## src/rtl/rob_pkg.sv

```systemverilog
package rob_pkg;

    typedef enum logic [1:0] {
        OP_REG    = 2'd0,
        OP_STORE  = 2'd1,
        OP_BRANCH = 2'd2
    } op_kind_e;

    typedef enum logic [2:0] {
        RET_NONE,
        RET_REG,
        RET_STORE,
        RET_BR_OK,
        RET_FLUSH
    } retire_e;

    function automatic retire_e retire_action(input logic valid, input logic ready,
                                              input op_kind_e kind, input logic mis);
        retire_e a;
        a = RET_NONE;
        if (valid && ready) begin
            case (kind)
                OP_REG:    a = RET_REG;
                OP_STORE:  a = RET_STORE;
                OP_BRANCH: a = mis ? RET_FLUSH : RET_BR_OK;
                default:   a = RET_NONE;
            endcase
        end
        return a;
    endfunction

endpackage

```

## src/rtl/rob_ptr_ctrl.sv

```systemverilog
module rob_ptr_ctrl #(
    parameter int ENTRIES = 8,
    localparam int IW = $clog2(ENTRIES)
) (
    input  logic          clk,
    input  logic          rst,
    input  logic          alloc,
    input  logic          retire,
    input  logic          flush,
    output logic [IW-1:0] head_idx,
    output logic [IW-1:0] tail_idx,
    output logic          full
);
    logic [IW:0] head_q, tail_q;

    always_ff @(posedge clk) begin
        if (rst || flush) begin
            head_q <= '0;
            tail_q <= '0;
        end else begin
            head_q <= head_q + {{IW{1'b0}}, retire};
            tail_q <= tail_q + {{IW{1'b0}}, alloc};
        end
    end

    assign head_idx = head_q[IW-1:0];
    assign tail_idx = tail_q[IW-1:0];
    assign full     = (head_q[IW] != tail_q[IW]) && (head_idx == tail_idx);
endmodule

```

## src/rtl/rob_entry_array.sv

```systemverilog
module rob_entry_array
    import rob_pkg::*;
#(
    parameter int ENTRIES = 8,
    parameter int XLEN    = 32,
    parameter int RW      = 5,
    parameter int AW      = 32,
    localparam int IW = $clog2(ENTRIES)
) (
    input  logic                           clk,
    input  logic                           rst,
    input  logic                           flush,
    input  logic                           alloc_en,
    input  logic [IW-1:0]                  alloc_idx,
    input  op_kind_e                       alloc_kind,
    input  logic [RW-1:0]                  alloc_dreg,
    input  logic [AW-1:0]                  alloc_addr,
    input  logic                           alloc_data_ok,
    input  logic [XLEN-1:0]                alloc_data,
    input  logic [IW-1:0]                  alloc_data_tag,
    input  logic                           cdb_valid,
    input  logic [IW-1:0]                  cdb_tag,
    input  logic [XLEN-1:0]                cdb_value,
    input  logic                           cdb_mispredict,
    input  logic                           retire_en,
    input  logic [IW-1:0]                  retire_idx,
    output logic [ENTRIES-1:0]             ent_valid,
    output logic [ENTRIES-1:0]             ent_ready,
    output logic [ENTRIES-1:0]             ent_mis,
    output logic [ENTRIES-1:0][1:0]        ent_kind,
    output logic [ENTRIES-1:0][XLEN-1:0]   ent_value,
    output logic [ENTRIES-1:0][RW-1:0]     ent_dreg,
    output logic [ENTRIES-1:0][AW-1:0]     ent_addr
);
    for (genvar i = 0; i < ENTRIES; i++) begin : g_ent
        localparam logic [IW-1:0] MY = IW'(i);
        logic [IW-1:0] wait_tag;
        logic          bypass;

        assign bypass = cdb_valid && (cdb_tag == alloc_data_tag);

        always_ff @(posedge clk) begin
            if (rst || flush) begin
                ent_valid[i] <= 1'b0;
                ent_ready[i] <= 1'b0;
                ent_mis[i]   <= 1'b0;
            end else if (alloc_en && alloc_idx == MY) begin
                ent_valid[i] <= 1'b1;
                ent_kind[i]  <= alloc_kind;
                ent_dreg[i]  <= alloc_dreg;
                ent_addr[i]  <= alloc_addr;
                ent_mis[i]   <= 1'b0;
                wait_tag     <= alloc_data_tag;
                if (alloc_kind == OP_STORE && alloc_data_ok) begin
                    ent_value[i] <= alloc_data;
                    ent_ready[i] <= 1'b1;
                end else if (alloc_kind == OP_STORE && bypass) begin
                    ent_value[i] <= cdb_value;
                    ent_ready[i] <= 1'b1;
                end else begin
                    ent_value[i] <= '0;
                    ent_ready[i] <= 1'b0;
                end
            end else if (ent_valid[i]) begin
                if (retire_en && retire_idx == MY) begin
                    ent_valid[i] <= 1'b0;
                    ent_ready[i] <= 1'b0;
                end else if (cdb_valid && !ent_ready[i]) begin
                    if (ent_kind[i] != OP_STORE && cdb_tag == MY) begin
                        ent_value[i] <= cdb_value;
                        ent_mis[i]   <= cdb_mispredict;
                        ent_ready[i] <= 1'b1;
                    end else if (ent_kind[i] == OP_STORE && cdb_tag == wait_tag) begin
                        ent_value[i] <= cdb_value;
                        ent_ready[i] <= 1'b1;
                    end
                end
            end
        end
    end
endmodule

```

## src/rtl/rob_reg_status.sv

```systemverilog
module rob_reg_status #(
    parameter int NREG    = 32,
    parameter int ENTRIES = 8,
    parameter int NSRC    = 2,
    localparam int RW = $clog2(NREG),
    localparam int IW = $clog2(ENTRIES)
) (
    input  logic                      clk,
    input  logic                      rst,
    input  logic                      flush,
    input  logic                      set_en,
    input  logic [RW-1:0]             set_reg,
    input  logic [IW-1:0]             set_tag,
    input  logic                      clr_en,
    input  logic [RW-1:0]             clr_reg,
    input  logic [IW-1:0]             clr_tag,
    input  logic [NSRC-1:0][RW-1:0]   look_reg,
    output logic [NSRC-1:0]           look_busy,
    output logic [NSRC-1:0][IW-1:0]   look_tag
);
    logic [NREG-1:0]          busy_q;
    logic [NREG-1:0][IW-1:0]  tag_q;

    for (genvar r = 0; r < NREG; r++) begin : g_reg
        localparam logic [RW-1:0] MY = RW'(r);
        always_ff @(posedge clk) begin
            if (rst || flush) begin
                busy_q[r] <= 1'b0;
                tag_q[r]  <= '0;
            end else if (set_en && set_reg == MY) begin
                busy_q[r] <= 1'b1;
                tag_q[r]  <= set_tag;
            end else if (clr_en && clr_reg == MY && tag_q[r] == clr_tag) begin
                busy_q[r] <= 1'b0;
            end
        end
    end

    for (genvar s = 0; s < NSRC; s++) begin : g_look
        assign look_busy[s] = busy_q[look_reg[s]];
        assign look_tag[s]  = tag_q[look_reg[s]];
    end
endmodule

```

## src/rtl/rob_core.sv

```systemverilog
module rob_core
    import rob_pkg::*;
#(
    parameter int ENTRIES = 8,
    parameter int XLEN    = 32,
    parameter int NREG    = 32,
    parameter int AW      = 32,
    parameter int NSRC    = 2,
    localparam int IW = $clog2(ENTRIES),
    localparam int RW = $clog2(NREG)
) (
    input  logic                       clk,
    input  logic                       rst,
    input  logic                       iss_valid,
    input  logic [1:0]                 iss_kind,
    input  logic [RW-1:0]              iss_dreg,
    input  logic [AW-1:0]              iss_addr,
    input  logic                       iss_data_ok,
    input  logic [XLEN-1:0]            iss_data,
    input  logic [IW-1:0]              iss_data_tag,
    output logic                       iss_ready,
    output logic [IW-1:0]              iss_tag,
    input  logic [NSRC-1:0][RW-1:0]    src_reg,
    output logic [NSRC-1:0]            src_busy,
    output logic [NSRC-1:0][IW-1:0]    src_tag,
    output logic [NSRC-1:0]            src_ready,
    output logic [NSRC-1:0][XLEN-1:0]  src_value,
    input  logic                       cdb_valid,
    input  logic [IW-1:0]              cdb_tag,
    input  logic [XLEN-1:0]            cdb_value,
    input  logic                       cdb_mispredict,
    output logic                       rf_we,
    output logic [RW-1:0]              rf_addr,
    output logic [XLEN-1:0]            rf_data,
    output logic                       st_we,
    output logic [AW-1:0]              st_addr,
    output logic [XLEN-1:0]            st_data,
    output logic                       redirect_valid,
    output logic [XLEN-1:0]            redirect_target
);
    logic [IW-1:0]                 head_idx, tail_idx;
    logic                          full, alloc_en, retire_en, flush;
    op_kind_e                      kind_in;
    retire_e                       action;
    logic [ENTRIES-1:0]            ent_valid, ent_ready, ent_mis;
    logic [ENTRIES-1:0][1:0]       ent_kind;
    logic [ENTRIES-1:0][XLEN-1:0]  ent_value;
    logic [ENTRIES-1:0][RW-1:0]    ent_dreg;
    logic [ENTRIES-1:0][AW-1:0]    ent_addr;

    assign kind_in   = op_kind_e'(iss_kind);
    assign action    = retire_action(ent_valid[head_idx], ent_ready[head_idx],
                                     op_kind_e'(ent_kind[head_idx]), ent_mis[head_idx]);
    assign retire_en = (action != RET_NONE);
    assign flush     = (action == RET_FLUSH);
    assign iss_ready = !full && !flush;
    assign alloc_en  = iss_valid && iss_ready;
    assign iss_tag   = tail_idx;

    rob_ptr_ctrl #(.ENTRIES(ENTRIES)) u_ptr (
        .clk(clk), .rst(rst), .alloc(alloc_en), .retire(retire_en), .flush(flush),
        .head_idx(head_idx), .tail_idx(tail_idx), .full(full)
    );

    rob_entry_array #(.ENTRIES(ENTRIES), .XLEN(XLEN), .RW(RW), .AW(AW)) u_ent (
        .clk(clk), .rst(rst), .flush(flush),
        .alloc_en(alloc_en), .alloc_idx(tail_idx), .alloc_kind(kind_in),
        .alloc_dreg(iss_dreg), .alloc_addr(iss_addr), .alloc_data_ok(iss_data_ok),
        .alloc_data(iss_data), .alloc_data_tag(iss_data_tag),
        .cdb_valid(cdb_valid), .cdb_tag(cdb_tag), .cdb_value(cdb_value),
        .cdb_mispredict(cdb_mispredict),
        .retire_en(retire_en), .retire_idx(head_idx),
        .ent_valid(ent_valid), .ent_ready(ent_ready), .ent_mis(ent_mis),
        .ent_kind(ent_kind), .ent_value(ent_value), .ent_dreg(ent_dreg), .ent_addr(ent_addr)
    );

    rob_reg_status #(.NREG(NREG), .ENTRIES(ENTRIES), .NSRC(NSRC)) u_stat (
        .clk(clk), .rst(rst), .flush(flush),
        .set_en(alloc_en && kind_in == OP_REG), .set_reg(iss_dreg), .set_tag(tail_idx),
        .clr_en(action == RET_REG), .clr_reg(ent_dreg[head_idx]), .clr_tag(head_idx),
        .look_reg(src_reg), .look_busy(src_busy), .look_tag(src_tag)
    );

    for (genvar s = 0; s < NSRC; s++) begin : g_src
        assign src_ready[s] = src_busy[s] && ent_ready[src_tag[s]];
        assign src_value[s] = ent_value[src_tag[s]];
    end

    assign rf_we           = (action == RET_REG);
    assign rf_addr         = ent_dreg[head_idx];
    assign rf_data         = ent_value[head_idx];
    assign st_we           = (action == RET_STORE);
    assign st_addr         = ent_addr[head_idx];
    assign st_data         = ent_value[head_idx];
    assign redirect_valid  = flush;
    assign redirect_target = ent_value[head_idx];
endmodule

```

## config.mk

```make
export PLATFORM = sky130hd
export DESIGN_NAME = rob_core
export DESIGN_NICKNAME = d
export VERILOG_FILES = /design/src/rtl/rob_pkg.sv /design/src/rtl/rob_ptr_ctrl.sv /design/src/rtl/rob_entry_array.sv /design/src/rtl/rob_reg_status.sv /design/src/rtl/rob_core.sv
export SDC_FILE = /design/constraint.sdc
export NUM_CORES = 2
export LEC_CHECK = 0
export ABC_AREA = 1
export BUFFER_PORTS_ARGS = -buffer_cell sky130_fd_sc_hd__buf_4
export CAP_MARGIN = 20
export CORE_AREA = 8 8 385 387
export CTS_BUF_LIST = sky130_fd_sc_hd__clkbuf_8
export DETAILED_ROUTE_END_ITERATION = 10
export DIE_AREA = 0 0 393 395
export GPL_TIMING_DRIVEN = 0
export PLACE_DENSITY = 0.48
export SLEW_MARGIN = 20
export SYNTH_ARGS = -nofsm -noshare
export SYNTH_HDL_FRONTEND = slang
export SYNTH_SLANG_ARGS = --single-unit
```

## constraint.sdc

```tcl
create_clock -name clk -period 6.9 [get_ports clk]
set_input_delay 0.345 -clock clk [delete_from_list [all_inputs] [get_ports clk]]
set_output_delay 0.345 -clock clk [all_outputs]
set_load 0.01 [all_outputs]
```

==> flow_summary.yaml <==
worst_setup_path:
  startpoint_type: "register"
  timing.rr.end: "u_ent.ent_value[53]$_DFFE_PP_"
  crit_fanout: 10
  cp-startpoint: "u_ptr.head_q[0]$_SDFF_PP0_"
  crit_arrival_ns: 5.03
  reg2reg_from: "u_ptr.head_q[0]$_SDFF_PP0_"
  reg2reg_slack_ns: 2.87
  cp-end-kind: "output pin"
  r2r_cells: 17
  worstPathRequired_ns: 6.55
  worstSetupPathType: "reg2out"
clocking:
  cts_max_level: 4
  clock_path_buffers: 3
  path_clk_slew_ns: 0.07
  clkSinkCount: 752
  root_buffer: "clkbuf_8"
  cts-buffers-inserted: 141
  cts_setup_buffers: 0
  cts_tree: "built"
  clock_latency_ns: 0.88
logic_synthesis:
  netlist_instances: 5361
  synth_cell_types: 49
  synth_edf_count: 592
  synthArstFlopShare_pct: 0
  synth.avg_cell_area_um2: 7.91
  syn_nets: 5490
  synth-seq-cells: 752
  synthFlopType: "edfxtp_1"
  yosysSeqAreaShare_pct: 49.5
  synth_area_um2: 42400
  ys.warnings.count: 0
power:
  p_comb_share_pct: 17.5
  sequentialPowerShare_pct: 44.6
  cellLeakagePower_nw: 20.6
  p_int_mw: 7.69
  p_total_mw: 11.2
  clkPwrFrac_pct: 38.0
  powerDensity_nw_per_um2: 216
  swShare_pct: 31.2
  peakVddDrop_mv: 0.128
  switchingPower_mw: 3.49
detailed_routing:
  routedWlPerCell_um: 26.0
  firstDrtPassIters: 6
  drt_iter0_markers: 5037
  vias: 42300
  wl_um: 207000
  route.detailed.drc: 0
  postRouteAntennaNets: 0
  vias_per_cell: 5.32
placed_design:
  gp_congestion: 0.955
  portBuffers: 329
  dp_hpwl_um: 148000
  dpl_cell_area_um2: 48300
  place_inst: 7628
timing:
  hold_ws_ns: 0.0823
  rsz0062_at_grt: "no"
  period_share_pct: 77.8
  period_minus_slack_ns: 5.37
  setup_viol: 0
  fin_skew_ns: 0.0565
  finalHoldViolCount: 0
  maxSlewHeadroom_pct: 18.6
  max_freq_ghz: 0.186
  worst_slew_pin_slew_ns: 1.22
  finalMaxSlewViolations: 0
global_routing:
  grt_overflow: 0
  grt_max_degree: 20
  grt_usage_pct: 25.5
  grt_pass1_vias: 39900
  grt_pass1_wl_um: 288000
  antenna_found_initial: 5
outcome:
  outcome: "complete, no violations"
floorplan:
  die-area_um2: 155000
  die_y_um: 395
  initial_utilization_pct: 29.8
  std_cell_rows: 139
  io_pins: 339
  core_um2: 142000
  die_w_um: 393
final_layout:
  mostFrequentLayoutCell: "nand2_1"
  drive_above_1_share_pct: 15.6
  final_net_count: 6086
  final_cell_mix: "nand2_1, edfxtp_1, o21ai_0, buf_4, nand3_1"
  fillers: 14900
  fin_area_um2: 51800
  area_growth_pct: 22.2
  final_cells: 7965
hold_path:
  min_to: "u_ent.ent_value[88]$_DFFE_PP_"
  min-delay-start: "iss_data[24]"
  holdPathStages: 5
  hold_path.class: "in2reg"
job:
  drv_cap: 0
-- worst max-delay path, stage by stage (launching register included) --
cell and delay (ns):
dfxtp_1 0.35, buf_6 0.14, buf_6 0.21, nand2_2 0.28, inv_2 0.12, buf_2 0.25
buf_2 0.43, buf_2 0.52, buf_2 0.53, nand2_1 0.10, a32oi_1 0.87, buf_4 0.24
buf_4 0.11
-- cells in the mapped netlist (2+ instances only) --
master | instances | area [um^2]
a21oi_1 | 164 | 821
o31ai_2 | 5 | 62.6
o22ai_1 | 35 | 219
dfxtp_1 | 160 | 3200
buf_4 | 120 | 901
ha_1 | 4 | 50.1
o31ai_1 | 5 | 37.5
inv_1 | 350 | 1310
nor2_2 | 22 | 138
clkinv_1 | 2 | 7.51
nor3_1 | 17 | 85.1
nor2_1 | 376 | 1410
o21ai_0 | 516 | 2580
or2_2 | 7 | 43.8
o21ai_2 | 3 | 26.3
nand2_4 | 4 | 45.0
a31oi_1 | 33 | 206
and3_1 | 2 | 12.5
nand3_2 | 4 | 40.0
buf_1 | 22 | 82.6
inv_2 | 17 | 63.8
a221oi_1 | 26 | 228
o2111ai_1 | 24 | 210
nor2_4 | 3 | 33.8
xnor2_1 | 76 | 666
clkbuf_1 | 103 | 387
nand2_1 | 1760 | 6610
a32oi_1 | 10 | 87.6
nand2_2 | 7 | 43.8
o211ai_1 | 7 | 52.6
xor2_1 | 14 | 123
nand4_1 | 47 | 294
buf_6 | 15 | 169
o21ai_1 | 127 | 636
a211oi_1 | 17 | 128
inv_4 | 6 | 37.5
buf_2 | 159 | 796
nand3_1 | 407 | 2040
nand3_4 | 2 | 35.0
a22oi_1 | 76 | 571
o221ai_1 | 7 | 61.3
edfxtp_1 | 592 | 17800
nand3b_1 | 2 | 15.0
-- final cells by class --
type,count,area (um^2),area share (%)
diodes,5,12.5,0.0241
plain buffers,419,2350,4.53
clock buffers,148,2040,3.93
clock inverters,95,602,1.16
inverters,376,1430,2.76
multi-input cells,3814,17800,34.4
flip-flops and latches,752,21000,40.5
well taps,1903,2380,4.59
repair buffers,453,4220,8.15
-- cells by family (layout without fill, tap and decap cells) --
group                    Yosys count  after routing  synth area share, %
other                              0              5                    0
XOR/XNOR                          90             90                 1.86
AO/OA/AOI/OAI                   1058           1058                 14.0
buffers and inverters            795           1491                 8.88
adder cells (fa/ha/maj)            4              4                0.118
flip-flops                       752            752                 49.5
AND/OR/NAND/NOR                 2662           2662                 25.6
-- worst max-delay path by stage --
stage,to,slack (ns)
2_1_floorplan,u_ent.ent_value[0]$_DFFE_PP_,1.83
3_3_place_gp,u_ent.ent_value[144]$_DFFE_PP_,-2.78
3_5_place_dp,st_data[30],2.43
4_1_cts,st_data[30],1.46
5_1_grt,rf_data[6],1.35
6_report,st_data[6],1.53
-- flip-flops by register name (all words and copies together) (netlist names), 8 cells and up --
signal,cells
u_ent.ent_addr,256
u_ent.ent_value,256
u_stat.tag_q,96
u_ent.ent_dreg,40
u_stat.busy_q,32
u_ent.g_ent.wait_tag,24
u_ent.ent_kind,16
u_ent.ent_mis,8
u_ent.ent_ready,8
u_ent.ent_valid,8
-- stage by stage --
| stage | setup TNS [ns] | utilization (%) | setup WS (ns) |
|---|---|---|---|
| floorplan | 0 | - | 1.83 |
| global placement | -647.77 | 33.2 | -2.78 |
| detailed placement | 0 | 33.9 | 2.43 |
| CTS | 0 | 36.4 | 1.46 |
| global route | 0 | 36.4 | 1.35 |
| finish | 0 | 36.4 | 1.53 |
-- power by group through the flow --
stage | registers [mW] | logic [mW] | clock network [mW]
after floorplan | 5.07 | 0.937 | 0
after global placement | 5.09 | 1.83 | 0
after detailed placement | 5.08 | 1.86 | 0
after CTS | 4.98 | 1.91 | 4.32
after global routing | 4.99 | 2.06 | 4.51
final | 4.98 | 1.95 | 4.24
-- routing by layer --
metal | vias up | GRT usage (%) | share of wire (%) | wire, um
li1 | 19200 | - | - | -
met2 | 2455 | 39.5 | 44 | 91900
met5 | - | 0 | 0 | 0
met4 | 0 | 12.7 | 5.6 | 11600
met1 | 20200 | 33.0 | 40 | 83000
met3 | 534 | 6.29 | 9.8 | 20300
-- timing repair --
| action | CTS | global route |
|---|---|---|
| hold endpoints to repair | 589 | 0 |
| gates resized for setup | 0 | 0 |
| hold buffers | 89 | 0 |
No activity file was read; power rests on OpenSTA's default activity.
